[src/rtl/trapPkg.sv]
package trapPkg;
  localparam int LVL_W   = 4;
  localparam int PS_EXCM = 4;
  localparam int PS_UM   = 5;

  typedef struct packed {
    logic             takeExc;
    logic             takeDbg;
    logic             takeIrq;
    logic             takeWait;
    logic             generalRoute;
    logic             isDouble;
    logic             toUser;
    logic             writeVaddr;
    logic [LVL_W-1:0] level;
  } trapCtl_t;
endpackage

[src/rtl/trap_ctrl.sv]
module trap_ctrl
  import trapPkg::*;
#(
  parameter int NUM_IRQ     = 8,
  parameter int NUM_LEVELS  = 5,
  parameter logic [4*NUM_IRQ-1:0] IRQ_LEVELS = 32'h6354_3211,
  parameter int EXCM_LEVEL  = 3,
  parameter int DEBUG_LEVEL = 6
) (
  input  logic               clk,
  input  logic               rstN,
  input  logic               excReq,
  input  logic               excHasAddr,
  input  logic               dbgReq,
  input  logic               waitReq,
  input  logic [LVL_W-1:0]   waitLevel,
  input  logic [NUM_IRQ-1:0] irqPending,
  input  logic [NUM_IRQ-1:0] irqEnable,
  input  logic [LVL_W-1:0]   psLevel,
  input  logic               psExcm,
  input  logic               psUm,
  output trapCtl_t           ctl,
  output logic               halted
);
  localparam logic [LVL_W-1:0] EXCM_L = LVL_W'(EXCM_LEVEL);
  localparam logic [LVL_W-1:0] DBG_L  = LVL_W'(DEBUG_LEVEL);
  localparam logic [LVL_W-1:0] ONE_L  = LVL_W'(1);

  function automatic logic [NUM_IRQ-1:0] maskFor(int lv);
    logic [NUM_IRQ-1:0] m;
    for (int i = 0; i < NUM_IRQ; i++)
      m[i] = (IRQ_LEVELS[4*i +: 4] == 4'(lv));
    return m;
  endfunction

  function automatic logic [LVL_W-1:0] raiseLvl(logic [LVL_W-1:0] l, logic excm);
    return (excm && l < EXCM_L) ? EXCM_L : l;
  endfunction

  logic [NUM_LEVELS:1] levelHit;
  logic [LVL_W-1:0]    bestLevel;
  logic [LVL_W-1:0]    curLevel;
  logic [LVL_W-1:0]    waitCur;
  logic                dbgOk;
  logic                irqOk;

  generate
    for (genvar lv = 1; lv <= NUM_LEVELS; lv++) begin : g_lvl
      localparam logic [NUM_IRQ-1:0] LV_MASK = maskFor(lv);
      assign levelHit[lv] = |(irqPending & irqEnable & LV_MASK);
    end
  endgenerate

  always_comb begin
    bestLevel = '0;
    for (int lv = 1; lv <= NUM_LEVELS; lv++)
      if (levelHit[lv]) bestLevel = LVL_W'(lv);
  end

  assign curLevel = raiseLvl(psLevel, psExcm);
  assign waitCur  = raiseLvl(waitLevel, psExcm);
  assign dbgOk    = dbgReq && (curLevel < DBG_L);
  assign irqOk    = bestLevel > curLevel;

  always_comb begin
    ctl              = '0;
    ctl.takeExc      = excReq;
    ctl.takeDbg      = !excReq && dbgOk;
    ctl.takeIrq      = !excReq && !dbgOk && irqOk;
    ctl.takeWait     = waitReq && !excReq && !dbgOk && !irqOk;
    ctl.generalRoute = excReq || (ctl.takeIrq && bestLevel == ONE_L);
    ctl.isDouble     = psExcm;
    ctl.toUser       = psUm;
    ctl.writeVaddr   = excReq && excHasAddr;
    ctl.level        = ctl.takeDbg ? DBG_L : bestLevel;
  end

  always_ff @(posedge clk) begin
    if (!rstN)
      halted <= 1'b0;
    else if (ctl.takeExc || ctl.takeDbg || ctl.takeIrq)
      halted <= 1'b0;
    else if (ctl.takeWait)
      halted <= !(bestLevel > waitCur);
  end


  irq_above_level_chk: assert property (@(posedge clk) disable iff (!rstN)
    ctl.takeIrq |-> (ctl.level > curLevel && ctl.level <= LVL_W'(NUM_LEVELS)));


  single_take_chk: assert property (@(posedge clk) disable iff (!rstN)
    $onehot0({ctl.takeExc, ctl.takeDbg, ctl.takeIrq, ctl.takeWait}));


  halt_after_wait_chk: assert property (@(posedge clk) disable iff (!rstN)
    $rose(halted) |-> $past(waitReq));
endmodule

[src/rtl/trap_regs.sv]
module trap_regs
  import trapPkg::*;
#(
  parameter int XLEN        = 32,
  parameter int CAUSE_W     = 6,
  parameter int DEBUG_LEVEL = 6,
  parameter bit HAS_DEPC    = 1'b1,
  parameter bit RELOC_EN    = 1'b1,
  parameter logic [XLEN-1:0] RESET_VBASE = 32'h4000_0000,
  parameter int KERNEL_OFF  = 'h300,
  parameter int USER_OFF    = 'h340,
  parameter int DOUBLE_OFF  = 'h3C0,
  parameter int LEVEL_OFF   = 'h180,
  parameter int LEVEL_STEP  = 'h40,
  parameter int L1_CAUSE    = 4
) (
  input  logic                          clk,
  input  logic                          rstN,
  input  trapCtl_t                      ctl,
  input  logic [XLEN-1:0]               pc,
  input  logic [CAUSE_W-1:0]            excCause,
  input  logic [XLEN-1:0]               excAddr,
  input  logic [CAUSE_W-1:0]            dbgCause,
  input  logic [LVL_W-1:0]              waitLevel,
  input  logic                          psWrEn,
  input  logic [XLEN-1:0]               psWrData,
  input  logic                          vbWrEn,
  input  logic [XLEN-1:0]               vbWrData,
  output logic [XLEN-1:0]               ps,
  output logic [DEBUG_LEVEL*XLEN-1:0]   epcFlat,
  output logic [(DEBUG_LEVEL-1)*XLEN-1:0] epsFlat,
  output logic [XLEN-1:0]               depc,
  output logic [CAUSE_W-1:0]            cause,
  output logic [XLEN-1:0]               vaddr,
  output logic [CAUSE_W-1:0]            dbgCauseR,
  output logic [XLEN-1:0]               vecBase,
  output logic                          redirect,
  output logic [XLEN-1:0]               redirectPc
);
  localparam logic [XLEN-1:0] KERNEL_W = XLEN'(KERNEL_OFF);
  localparam logic [XLEN-1:0] USER_W   = XLEN'(USER_OFF);
  localparam logic [XLEN-1:0] DOUBLE_W = XLEN'(DOUBLE_OFF);
  localparam logic [XLEN-1:0] LVLOFF_W = XLEN'(LEVEL_OFF);
  localparam logic [XLEN-1:0] STEP_W   = XLEN'(LEVEL_STEP);
  localparam logic [CAUSE_W-1:0] L1C   = CAUSE_W'(L1_CAUSE);

  logic [XLEN-1:0] epc [1:DEBUG_LEVEL];
  logic [XLEN-1:0] eps [2:DEBUG_LEVEL];
  logic [XLEN-1:0] offset;
  logic [XLEN-1:0] target;
  logic            anyTake;

  assign anyTake = ctl.takeExc || ctl.takeDbg || ctl.takeIrq;

  always_comb begin
    if (ctl.generalRoute)
      offset = ctl.isDouble ? DOUBLE_W : (ctl.toUser ? USER_W : KERNEL_W);
    else
      offset = LVLOFF_W + (XLEN'(ctl.level) - XLEN'(2)) * STEP_W;
  end

  generate
    if (RELOC_EN) begin : g_reloc
      assign target = vecBase + offset;
    end else begin : g_fixed
      assign target = RESET_VBASE + offset;
    end
    for (genvar i = 1; i <= DEBUG_LEVEL; i++) begin : g_epc
      assign epcFlat[(i-1)*XLEN +: XLEN] = epc[i];
    end
    for (genvar i = 2; i <= DEBUG_LEVEL; i++) begin : g_eps
      assign epsFlat[(i-2)*XLEN +: XLEN] = eps[i];
    end
  endgenerate

  always_ff @(posedge clk) begin
    if (!rstN) begin
      ps         <= '0;
      depc       <= '0;
      cause      <= '0;
      vaddr      <= '0;
      dbgCauseR  <= '0;
      vecBase    <= RESET_VBASE;
      redirect   <= 1'b0;
      redirectPc <= '0;
      for (int i = 1; i <= DEBUG_LEVEL; i++) epc[i] <= '0;
      for (int i = 2; i <= DEBUG_LEVEL; i++) eps[i] <= '0;
    end else begin
      redirect <= anyTake;
      if (anyTake) redirectPc <= target;
      if (ctl.generalRoute) begin
        ps[PS_EXCM] <= 1'b1;
        cause       <= ctl.takeExc ? excCause : L1C;
        if (ctl.isDouble && HAS_DEPC) depc <= pc;
        else epc[1] <= pc;
      end else if (ctl.takeIrq || ctl.takeDbg) begin
        ps[LVL_W-1:0] <= ctl.level;
        ps[PS_EXCM]   <= 1'b1;
        for (int i = 2; i <= DEBUG_LEVEL; i++) begin
          if (LVL_W'(i) == ctl.level) begin
            epc[i] <= pc;
            eps[i] <= ps;
          end
        end
      end else if (ctl.takeWait) begin
        ps[LVL_W-1:0] <= waitLevel;
      end else if (psWrEn) begin
        ps <= psWrData;
      end
      if (ctl.takeDbg)    dbgCauseR <= dbgCause;
      if (ctl.writeVaddr) vaddr     <= excAddr;
      if (vbWrEn)         vecBase   <= vbWrData;
    end
  end


  redirect_excm_chk: assert property (@(posedge clk) disable iff (!rstN)
    redirect |-> ps[PS_EXCM]);


  level_raise_chk: assert property (@(posedge clk) disable iff (!rstN)
    (ctl.takeIrq && !ctl.generalRoute) |=> ps[LVL_W-1:0] == $past(ctl.level));


  double_keeps_epc1_chk: assert property (@(posedge clk) disable iff (!rstN)
    (ctl.generalRoute && ctl.isDouble && HAS_DEPC) |=> epc[1] == $past(epc[1]));


  vaddr_hold_chk: assert property (@(posedge clk) disable iff (!rstN)
    !ctl.writeVaddr |=> $stable(vaddr));
endmodule

[src/rtl/trap_dispatch.sv]
module trap_dispatch
  import trapPkg::*;
#(
  parameter int XLEN        = 32,
  parameter int CAUSE_W     = 6,
  parameter int NUM_IRQ     = 8,
  parameter int NUM_LEVELS  = 5,
  parameter logic [4*NUM_IRQ-1:0] IRQ_LEVELS = 32'h6354_3211,
  parameter int EXCM_LEVEL  = 3,
  parameter int DEBUG_LEVEL = 6,
  parameter bit HAS_DEPC    = 1'b1,
  parameter bit RELOC_EN    = 1'b1,
  parameter logic [XLEN-1:0] RESET_VBASE = 32'h4000_0000,
  parameter int L1_CAUSE    = 4
) (
  input  logic                            clk,
  input  logic                            rstN,
  input  logic [XLEN-1:0]                 pc,
  input  logic                            excReq,
  input  logic [CAUSE_W-1:0]              excCause,
  input  logic                            excHasAddr,
  input  logic [XLEN-1:0]                 excAddr,
  input  logic [NUM_IRQ-1:0]              irqPending,
  input  logic [NUM_IRQ-1:0]              irqEnable,
  input  logic                            dbgReq,
  input  logic [CAUSE_W-1:0]              dbgCause,
  input  logic                            waitReq,
  input  logic [3:0]                      waitLevel,
  input  logic                            psWrEn,
  input  logic [XLEN-1:0]                 psWrData,
  input  logic                            vbWrEn,
  input  logic [XLEN-1:0]                 vbWrData,
  output logic                            redirect,
  output logic [XLEN-1:0]                 redirectPc,
  output logic                            halted,
  output logic [XLEN-1:0]                 psOut,
  output logic [DEBUG_LEVEL*XLEN-1:0]     epcFlat,
  output logic [(DEBUG_LEVEL-1)*XLEN-1:0] epsFlat,
  output logic [XLEN-1:0]                 depcOut,
  output logic [CAUSE_W-1:0]              causeOut,
  output logic [XLEN-1:0]                 vaddrOut,
  output logic [CAUSE_W-1:0]              dbgCauseOut,
  output logic [XLEN-1:0]                 vecBaseOut
);
  trapCtl_t ctl;

  trap_ctrl #(
    .NUM_IRQ(NUM_IRQ), .NUM_LEVELS(NUM_LEVELS), .IRQ_LEVELS(IRQ_LEVELS),
    .EXCM_LEVEL(EXCM_LEVEL), .DEBUG_LEVEL(DEBUG_LEVEL)
  ) uCtrl (
    .clk(clk), .rstN(rstN), .excReq(excReq), .excHasAddr(excHasAddr),
    .dbgReq(dbgReq), .waitReq(waitReq), .waitLevel(waitLevel),
    .irqPending(irqPending), .irqEnable(irqEnable),
    .psLevel(psOut[LVL_W-1:0]), .psExcm(psOut[PS_EXCM]), .psUm(psOut[PS_UM]),
    .ctl(ctl), .halted(halted)
  );

  trap_regs #(
    .XLEN(XLEN), .CAUSE_W(CAUSE_W), .DEBUG_LEVEL(DEBUG_LEVEL),
    .HAS_DEPC(HAS_DEPC), .RELOC_EN(RELOC_EN), .RESET_VBASE(RESET_VBASE),
    .L1_CAUSE(L1_CAUSE)
  ) uRegs (
    .clk(clk), .rstN(rstN), .ctl(ctl), .pc(pc), .excCause(excCause),
    .excAddr(excAddr), .dbgCause(dbgCause), .waitLevel(waitLevel),
    .psWrEn(psWrEn), .psWrData(psWrData), .vbWrEn(vbWrEn), .vbWrData(vbWrData),
    .ps(psOut), .epcFlat(epcFlat), .epsFlat(epsFlat), .depc(depcOut),
    .cause(causeOut), .vaddr(vaddrOut), .dbgCauseR(dbgCauseOut),
    .vecBase(vecBaseOut), .redirect(redirect), .redirectPc(redirectPc)
  );


  halt_quiet_chk: assert property (@(posedge clk) disable iff (!rstN)
    halted |-> !redirect);
endmodule

[config.mk]
export PLATFORM = sky130hd
export DESIGN_NAME = trap_dispatch
export DESIGN_NICKNAME = d
export VERILOG_FILES = /design/src/rtl/trapPkg.sv /design/src/rtl/trap_ctrl.sv /design/src/rtl/trap_regs.sv /design/src/rtl/trap_dispatch.sv
export SDC_FILE = /design/constraint.sdc
export NUM_CORES = 1
export LEC_CHECK = 0
export BUFFER_PORTS_ARGS = -buffer_cell sky130_fd_sc_hd__buf_2
export CORE_AREA = 4 4 271 273
export DETAILED_ROUTE_END_ITERATION = 6
export DIE_AREA = 0 0 275 277
export PLACE_DENSITY = 0.5
export SETUP_SLACK_MARGIN = 0.2
export SYNTH_ARGS = -nofsm -noshare
export SYNTH_HDL_FRONTEND = slang
export SYNTH_SLANG_ARGS = --single-unit
[constraint.sdc]
create_clock -name clk -period 12.9 [get_ports clk]
set_input_delay 3.225 -clock clk [delete_from_list [all_inputs] [get_ports clk]]
set_output_delay 3.225 -clock clk [all_outputs]
set_load 0.01 [all_outputs]
==> results_dict.tcl, run 1 <==
set metrics [dict create \
    status "finished, final reports clean" \
    cap_viol_max_count 0 \
    drtIter0Drc 1161 \
    whs_path_depth 2 \
    grt_pass1_vias 15529 \
    syn_to_final_growth_pct 30.98 \
    grt_setup_unrepaired "false" \
    clock_power_share_pct 41.9 \
    core_region_area_um2 71120 \
    die-area_um2 76180 \
    fin_hold_ws_ns 0.4507 \
    seq_area_frac_synth_pct 66.83 \
    slew_violations 0 \
    cts_buffers 57 \
    cts_tree "yes" \
    cts_hold_buffers 0 \
    max_freq_mhz 110.9 \
    rows 98 \
    detail-route-antenna-nets 0 \
    hold_start "uRegs.depc[3]$_SDFFE_PN0P_" \
    synthXorXnorAreaFrac_pct 0.7080 \
    antenna_found_initial 8 \
    grt_overflow 0 \
    setup_slack_ns 3.883 \
    worst-slew-pin-transition_ns 1.191 \
    worstPathCellList "buf_2, nand2_1, nand2_1, a21oi_1, ha_1, a31oi_1, o2111ai_1, o41a_4, nor2_4, a21oi_1, ha_1, a21oi_1, nand4b_1, a211o_1, a211o_1, a21oi_1, mux2_2, o21ai_0" \
    worstPathRequired_ns 13.43 \
    totalWireLength_um 75230 \
    synth_compound_area_share_pct 7.158 \
    ir_drop_v 0.0001153 \
    p_sw_share_pct 25.48 \
    ys_seq_elements 526 \
    clockBufferDepth 3 \
    instances_no_fill 3405 \
    crit_path_max_incr_delay_ns 0.71 \
    drc_errors 0 \
    switchingPower_w 0.001057 \
    synth_area_leader_cell "edfxtp_1" \
    cts_resized 0 \
    final.period_utilization_pct 69.90 \
    grt_max_degree 91 \
    post-cts-setup-buffers 0 \
    worst-path-buf-inv 1 \
    die_x_um 275 \
    r2r_slack_ns 6.92 \
    portBuffers 691 \
    path_class "input port to flop" \
    crit_path_end_kind "flop" \
    avgViaCountPerCell 4.647 \
    dr.pass1.iters 5 \
    grt_usage_pct 18.76 \
    synth_edf_count 352 \
    p_int_w 0.003091 \
    nets 2605 \
    fin_skew_ns 0.01116 \
    synth_top_area_share_pct 50.26 \
    min_to "uRegs.depc[3]$_SDFFE_PN0P_" \
    arrival_ns 9.55 \
    synth_area_leaders "edfxtp_1 50%, dfxtp_1 17%, and2_1 7.4%" \
    die_h_um 277 \
    synthSimpleGateAreaFrac_pct 18.82 \
    synth.most_common_cell "edfxtp_1" \
    synthDistinctLibCells 63 \
    hold_viol 0 \
    dp_worst_setup_slack_ns 3.293 \
    dp_hpwl_um 51560 \
    p_seq_share_pct 47.0 \
    dp_cells 3295 \
    syn_inst 1720 \
    crit_path_max_fanout 33 \
    pwr_density_cell_nw_per_um2 150.6 \
    synth_mux_area_share_pct 1.767 \
    htreeDepth 2 \
    drive_above_1_share_pct 36.38 \
    period_minus_slack_ns 9.017 \
    netlist_area_um2 21030 \
    pin_count 694 \
    clk_transition_reported_paths_ns 0.06 \
    r2r_cells 17 \
    leakagePower_nw 12.34 \
    wl_per_cell_um 22.10 \
    reg2reg_from "uRegs.ps[2]$_SDFFE_PN0P_" \
    slew_headroom_pct 20.59 \
    cts_sinks 526 \
    grt_pass1_wl_um 106400 \
    num_vias 15822 \
    startpoint_type "input port" \
    synthAdderAreaFrac_pct 1.999 \
    root_buffer "clkbuf_16" \
    critical_path.top_delay_family "compound AO/OA/AOI/OAI gates" \
    synth_warnings 0 \
    synth_ff_type "edfxtp_1" \
    initial_core_util_pct 29.57 \
    avgSynthCellArea_um2 12.23 \
    crit_slowest_cell "nor2_4" \
    synth_common_cells "352 x edfxtp_1, 250 x and2_1, 242 x nand2_1, 174 x dfxtp_1, 118 x a21oi_1" \
    p_comb_share_pct 11.2 \
    clk_latency_ns 0.60 \
    synth-async-reset-ratio_pct 0 \
    hold_path_class "flop to flop" \
    fin_setup_tns_ns 0 \
    synth_top_family_by_area "simple AND/OR/NAND/NOR gates" \
    p_total_w 0.004148 \
    gp_congestion 0.8628 \
    worstReg2RegEnd "uRegs.redirectPc[23]$_SDFFE_PN0P_" \
    cpMostUsedCell "a21oi_1" \
    setup_viol 0 \
]
## logic make-up after synthesis
group / Yosys count
AND/OR/NAND/NOR: 738
flip-flops: 526
AO/OA/AOI/OAI: 242
buffers and inverters: 126
multiplexers: 37
adder cells (fa/ha/maj): 33
XOR/XNOR: 17
other: 1
## cell usage in the layout, fill, tap and decap left out, drive strengths merged, types with 12 or more instances in the layout
cell	netlist	routed
nand3	44	44
a21oi	118	118
nand2	242	242
mux2i	36	36
dfxtp	174	174
clkbuf	81	78
and3	97	97
edfxtp	352	352
inv	17	21
buf	28	714
nor3	12	12
nor2	64	64
o21ai	65	65
ha	32	32
conb	1	21
clkinv	0	17
and2	250	250
## final cells by class
| class | count | area, um2 |
|---|---|---|
| Clock buffer | 78 | 1648 |
| Fill cell | 7013 | 43570 |
| Inverter | 17 | 66.31 |
| Sequential cell | 526 | 14050 |
| Timing Repair Buffer | 714 | 3637 |
| Multi-Input combinational cell | 1088 | 6580 |
| Clock inverter | 29 | 362.8 |
| Tap cell | 950 | 1189 |
| Antenna cell | 3 | 7.507 |
## flip-flops by register name (all words and copies together), names as in the netlist
register	count
uCtrl.halted	1
uRegs.cause	6
uRegs.dbgCauseR	6
uRegs.depc	32
uRegs.epc	192
uRegs.eps	160
uRegs.ps	32
uRegs.redirect	1
uRegs.redirectPc	32
uRegs.vaddr	32
uRegs.vecBase	32
## layer usage
metal  GRT usage (%)  up-vias  routed length (um)
met1           22.37     7743               29560
met2           33.63      567               38300
li1                -     7407                   -
met3           4.263       99                5258
met4           5.580        6                2081
met5               0        -                  35
## how the worst max path moves through the flow
stage	start	to	slack [ns]	depth (start not counted)
finish	irqEnable[5]	uRegs.redirectPc[23]$_SDFFE_PN0P_	3.88	18
global route	irqEnable[5]	uRegs.redirectPc[28]$_SDFFE_PN0P_	3.49	19
CTS	irqEnable[5]	uRegs.redirectPc[23]$_SDFFE_PN0P_	3.93	18
detailed placement	irqEnable[5]	uRegs.redirectPc[23]$_SDFFE_PN0P_	3.29	18
global placement	irqEnable[5]	uRegs.redirectPc[28]$_SDFFE_PN0P_	3.41	19
floorplan	irqPending[5]	uRegs.epc[1][32]$_SDFFCE_PN0P_	2.88	8
## power by group through the flow
stage | Sequential, W | Clock, W | Combinational (W)
after floorplan | 0.00204 | 0 | 0.000180
after CTS | 0.00195 | 0.00178 | 0.000474
after detailed placement | 0.00198 | 0 | 0.000473
final | 0.00195 | 0.00174 | 0.000463
after global placement | 0.00198 | 0 | 0.000468
after global routing | 0.00196 | 0.00185 | 0.000504
## worst reg2reg max path, cell delays in order (launching register included)
cell	delay, ns
dfxtp_1	0.37
inv_2	0.11
and3_1	0.21
or2_2	0.27
ha_1	0.29
a31oi_1	0.24
o2111ai_1	0.51
o41a_4	0.70
nor2_4	0.71
a21oi_1	0.22
ha_1	0.35
a21oi_1	0.08
nand4b_1	0.21
a211o_1	0.38
a211o_1	0.38
a21oi_1	0.35
mux2_2	0.37
o21ai_0	0.13
## metrics by stage
step           cell area (um2)  utilization (%)
2_1_floorplan            21100                -
3_5_place_dp             25530            35.89
6_report                 27540            38.73
4_1_cts                  27540            38.72
3_3_place_gp             25530            35.89
5_1_grt                  27540            38.73
No activity file was read; power rests on OpenSTA's default activity.
==> run 2: changes to the inputs <==
--- a/config.mk
+++ b/config.mk
@@ -5,11 +5,12 @@
 export SDC_FILE = /design/constraint.sdc
 export NUM_CORES = 1
 export LEC_CHECK = 0
+export ABC_AREA = 1
 export BUFFER_PORTS_ARGS = -buffer_cell sky130_fd_sc_hd__buf_2
-export CORE_AREA = 4 4 271 273
+export CORE_AREA = 4 4 270 272
 export DETAILED_ROUTE_END_ITERATION = 6
-export DIE_AREA = 0 0 275 277
-export PLACE_DENSITY = 0.5
+export DIE_AREA = 0 0 274 276
+export PLACE_DENSITY = 0.51
 export SETUP_SLACK_MARGIN = 0.2
 export SYNTH_ARGS = -nofsm -noshare
 export SYNTH_HDL_FRONTEND = slang
==> constraint.sdc (replaced) <==
create_clock -name clk -period 8.03 [get_ports clk]
set_input_delay 2.0075 -clock clk [delete_from_list [all_inputs] [get_ports clk]]
set_output_delay 2.0075 -clock clk [all_outputs]
set_load 0.01 [all_outputs]
==> run 2 against run 1 <==
Against the previous run: die area decreased by 0.72%; power increased by 63%; clock power increased by 54%; wire length increased by 4.0%; critical path depth increased by 13; clock-buffer cell count decreased by 4; worst setup slack got worse by 1.8 ns; hold slack improved by 0.0038 ns; via count increased by 8.1%.
==> results_dict.tcl, run 2 <==
set metrics [dict create \
    status "finished, final reports clean" \
    synth_area_leader_cell "edfxtp_1" \
    antenna_found_initial 6 \
    crit_path_end_kind "flop" \
    grt_max_degree 75 \
    largest_reg_flops 192 \
    regMostFlops "uRegs.epc" \
    placed_area_um2 25240 \
    layout_common_cells "690 x buf_2, 576 x nor2_1, 352 x edfxtp_1" \
    pin_count 694 \
    ys_seq_elements 526 \
    portBuffers 691 \
    worstPathRequired_ns 8.57 \
    synth-async-reset-ratio_pct 0 \
    synth_common_cells "576 x nor2_1, 352 x edfxtp_1, 293 x nand2_1, 174 x dfxtp_1, 166 x inv_1" \
    avgViaCountPerCell 4.587 \
    nets 2928 \
    worst-slew-pin-transition_ns 1.083 \
    synth_edf_count 352 \
    grt_overflow 0 \
    fin_skew_ns 0.01236 \
    wl_per_cell_um 20.98 \
    crit_slowest_cell "buf_4" \
    period_minus_slack_ns 5.977 \
    path_class "input port to flop" \
    initial_core_util_pct 29.38 \
    drc_errors 0 \
    postLayoutCellArea_um2 27160 \
    hold_viol 0 \
    reg2reg_from "uRegs.ps[4]$_SDFFE_PN0P_" \
    hold_path_class "flop to flop" \
    post-cts-setup-buffers 0 \
    detail-route-antenna-nets 0 \
    synth_area_leaders "edfxtp_1 51%, dfxtp_1 17%, nor2_1 10%" \
    worst-path-buf-inv 7 \
    root_buffer "clkbuf_16" \
    cts_hold_buffers 0 \
    grt_pass1_vias 16989 \
    synth_warnings 0 \
    htreeDepth 2 \
    synth.most_common_cell "nor2_1" \
    p_comb_share_pct 13.4 \
    seq_area_frac_synth_pct 67.60 \
    grt_usage_pct 19.78 \
    cts_buffers 58 \
    critPathLaunch "irqPending[6]" \
    synth_top_area_share_pct 50.85 \
    crit_path_max_fanout 38 \
    max_freq_mhz 167.3 \
    synth_ff_type "edfxtp_1" \
    final_common_cell "buf_2" \
    p_int_w 0.004925 \
    dp_hpwl_um 55220 \
    cts_sinks 526 \
    gp_congestion 0.8932 \
    num_vias 17106 \
    cap_viol_max_count 0 \
    slew_headroom_pct 27.79 \
    final.period_utilization_pct 74.43 \
    dr.pass1.iters 5 \
    syn_to_final_growth_pct 30.65 \
    die-area_um2 75620 \
    crit_path_max_incr_delay_ns 0.43 \
    reg_top3 "uRegs.epc x192, uRegs.eps x160" \
    drive_above_1_share_pct 30.15 \
    syn_inst 2033 \
    rows 98 \
    grt_setup_unrepaired "false" \
    clk_transition_reported_paths_ns 0.06 \
    p_sw_share_pct 27.31 \
    clk_latency_ns 0.61 \
    core_region_area_um2 70750 \
    arrival_ns 6.51 \
    switchingPower_w 0.001850 \
    cpMostUsedCell "nand2_1" \
    totalWireLength_um 78250 \
    cts_resized 0 \
    setup_viol 0 \
    slew_violations 0 \
    startpoint_type "input port" \
    avgSynthCellArea_um2 10.23 \
    hold_start "uRegs.redirectPc[30]$_SDFFE_PN0P_" \
    leakagePower_nw 12.52 \
    cts_tree "yes" \
    drtIter0Drc 1191 \
    die_x_um 274 \
    ir_drop_v 0.0001607 \
    critical_path.top_delay_family "simple AND/OR/NAND/NOR gates" \
    clock_power_share_pct 39.6 \
    grt_pass1_wl_um 112900 \
    synthDistinctLibCells 38 \
    netlist_area_um2 20790 \
    die_h_um 276 \
    fin_setup_tns_ns 0 \
    p_seq_share_pct 47.0 \
    pwr_density_cell_nw_per_um2 249.4 \
    clockBufferDepth 3 \
]
## run 2: worst paths after layout
| path | slack [ns] | depth (start not counted) | endpoint |
|---|---|---|---|
| worst min register to register | 0.45 | 2 | uRegs.redirectPc[30]$_SDFFE_PN0P_ |
| worst min-delay path | 0.45 | 2 | uRegs.redirectPc[30]$_SDFFE_PN0P_ |
| worst max register to register | 3.02 | 29 | uRegs.redirectPc[16]$_SDFFE_PN0P_ |
| worst max-delay path | 2.05 | 31 | uRegs.redirectPc[16]$_SDFFE_PN0P_ |
## run 2: final cells by class
type | instances | area, um2
multi-input cells | 1261 | 5759
fillers | 7140 | 43590
diodes | 3 | 7.507
inverters | 173 | 651.9
repair buffers | 707 | 3585
clock buffers | 74 | 1531
well taps | 950 | 1189
flip-flops and latches | 526 | 14050
clock inverters | 35 | 382.9
## run 2: power groups by stage
stage | Sequential [W] | Combinational, W | Clock, W
floorplan | 0.00333 | 0.000365 | 0
global placement | 0.00324 | 0.000913 | 0
detailed placement | 0.00324 | 0.000920 | 0
CTS | 0.00318 | 0.000924 | 0.00276
global route | 0.00320 | 0.000993 | 0.00286
finish | 0.00318 | 0.000907 | 0.00268
## run 2: cell families after synthesis
group / share of synthesized area [%]
adder cells (fa/ha/maj): 2.022
flip-flops: 67.60
other: 0.01804
AND/OR/NAND/NOR: 19.31
buffers and inverters: 5.525
XOR/XNOR: 0.3792
AO/OA/AOI/OAI: 5.146
## run 2: per-stage QoR
stage          hold WS [ns]  worst slack (ns)  power [W]  utilization (%)  cells
6_report             0.4545             2.053   0.006775            38.39   3729
5_1_grt              0.4771             1.730   0.007058            38.39   3728
3_3_place_gp         0.4396             1.495   0.004150            35.67   3617
3_5_place_dp         0.4410             1.403   0.004160            35.67   3617
2_1_floorplan        0.4599             1.421   0.003700                -   2053
4_1_cts              0.4558             2.079   0.006863            38.38   3726
## run 2: tightest hold or removal path, delay by kind of cell (launching register included)
kind | cells | cell delay (ns)
DFF | 1 | 0.31
and+or+nand+nor | 2 | 0.10
## run 2: metal layers
metal | track usage (%) | vias up | wire [um]
met3 | 4.174 | 112 | 5497
li1 | - | 8024 | -
met4 | 5.147 | 6 | 2035
met2 | 35.89 | 653 | 39870
met5 | 0 | - | 41
met1 | 23.73 | 8311 | 30810
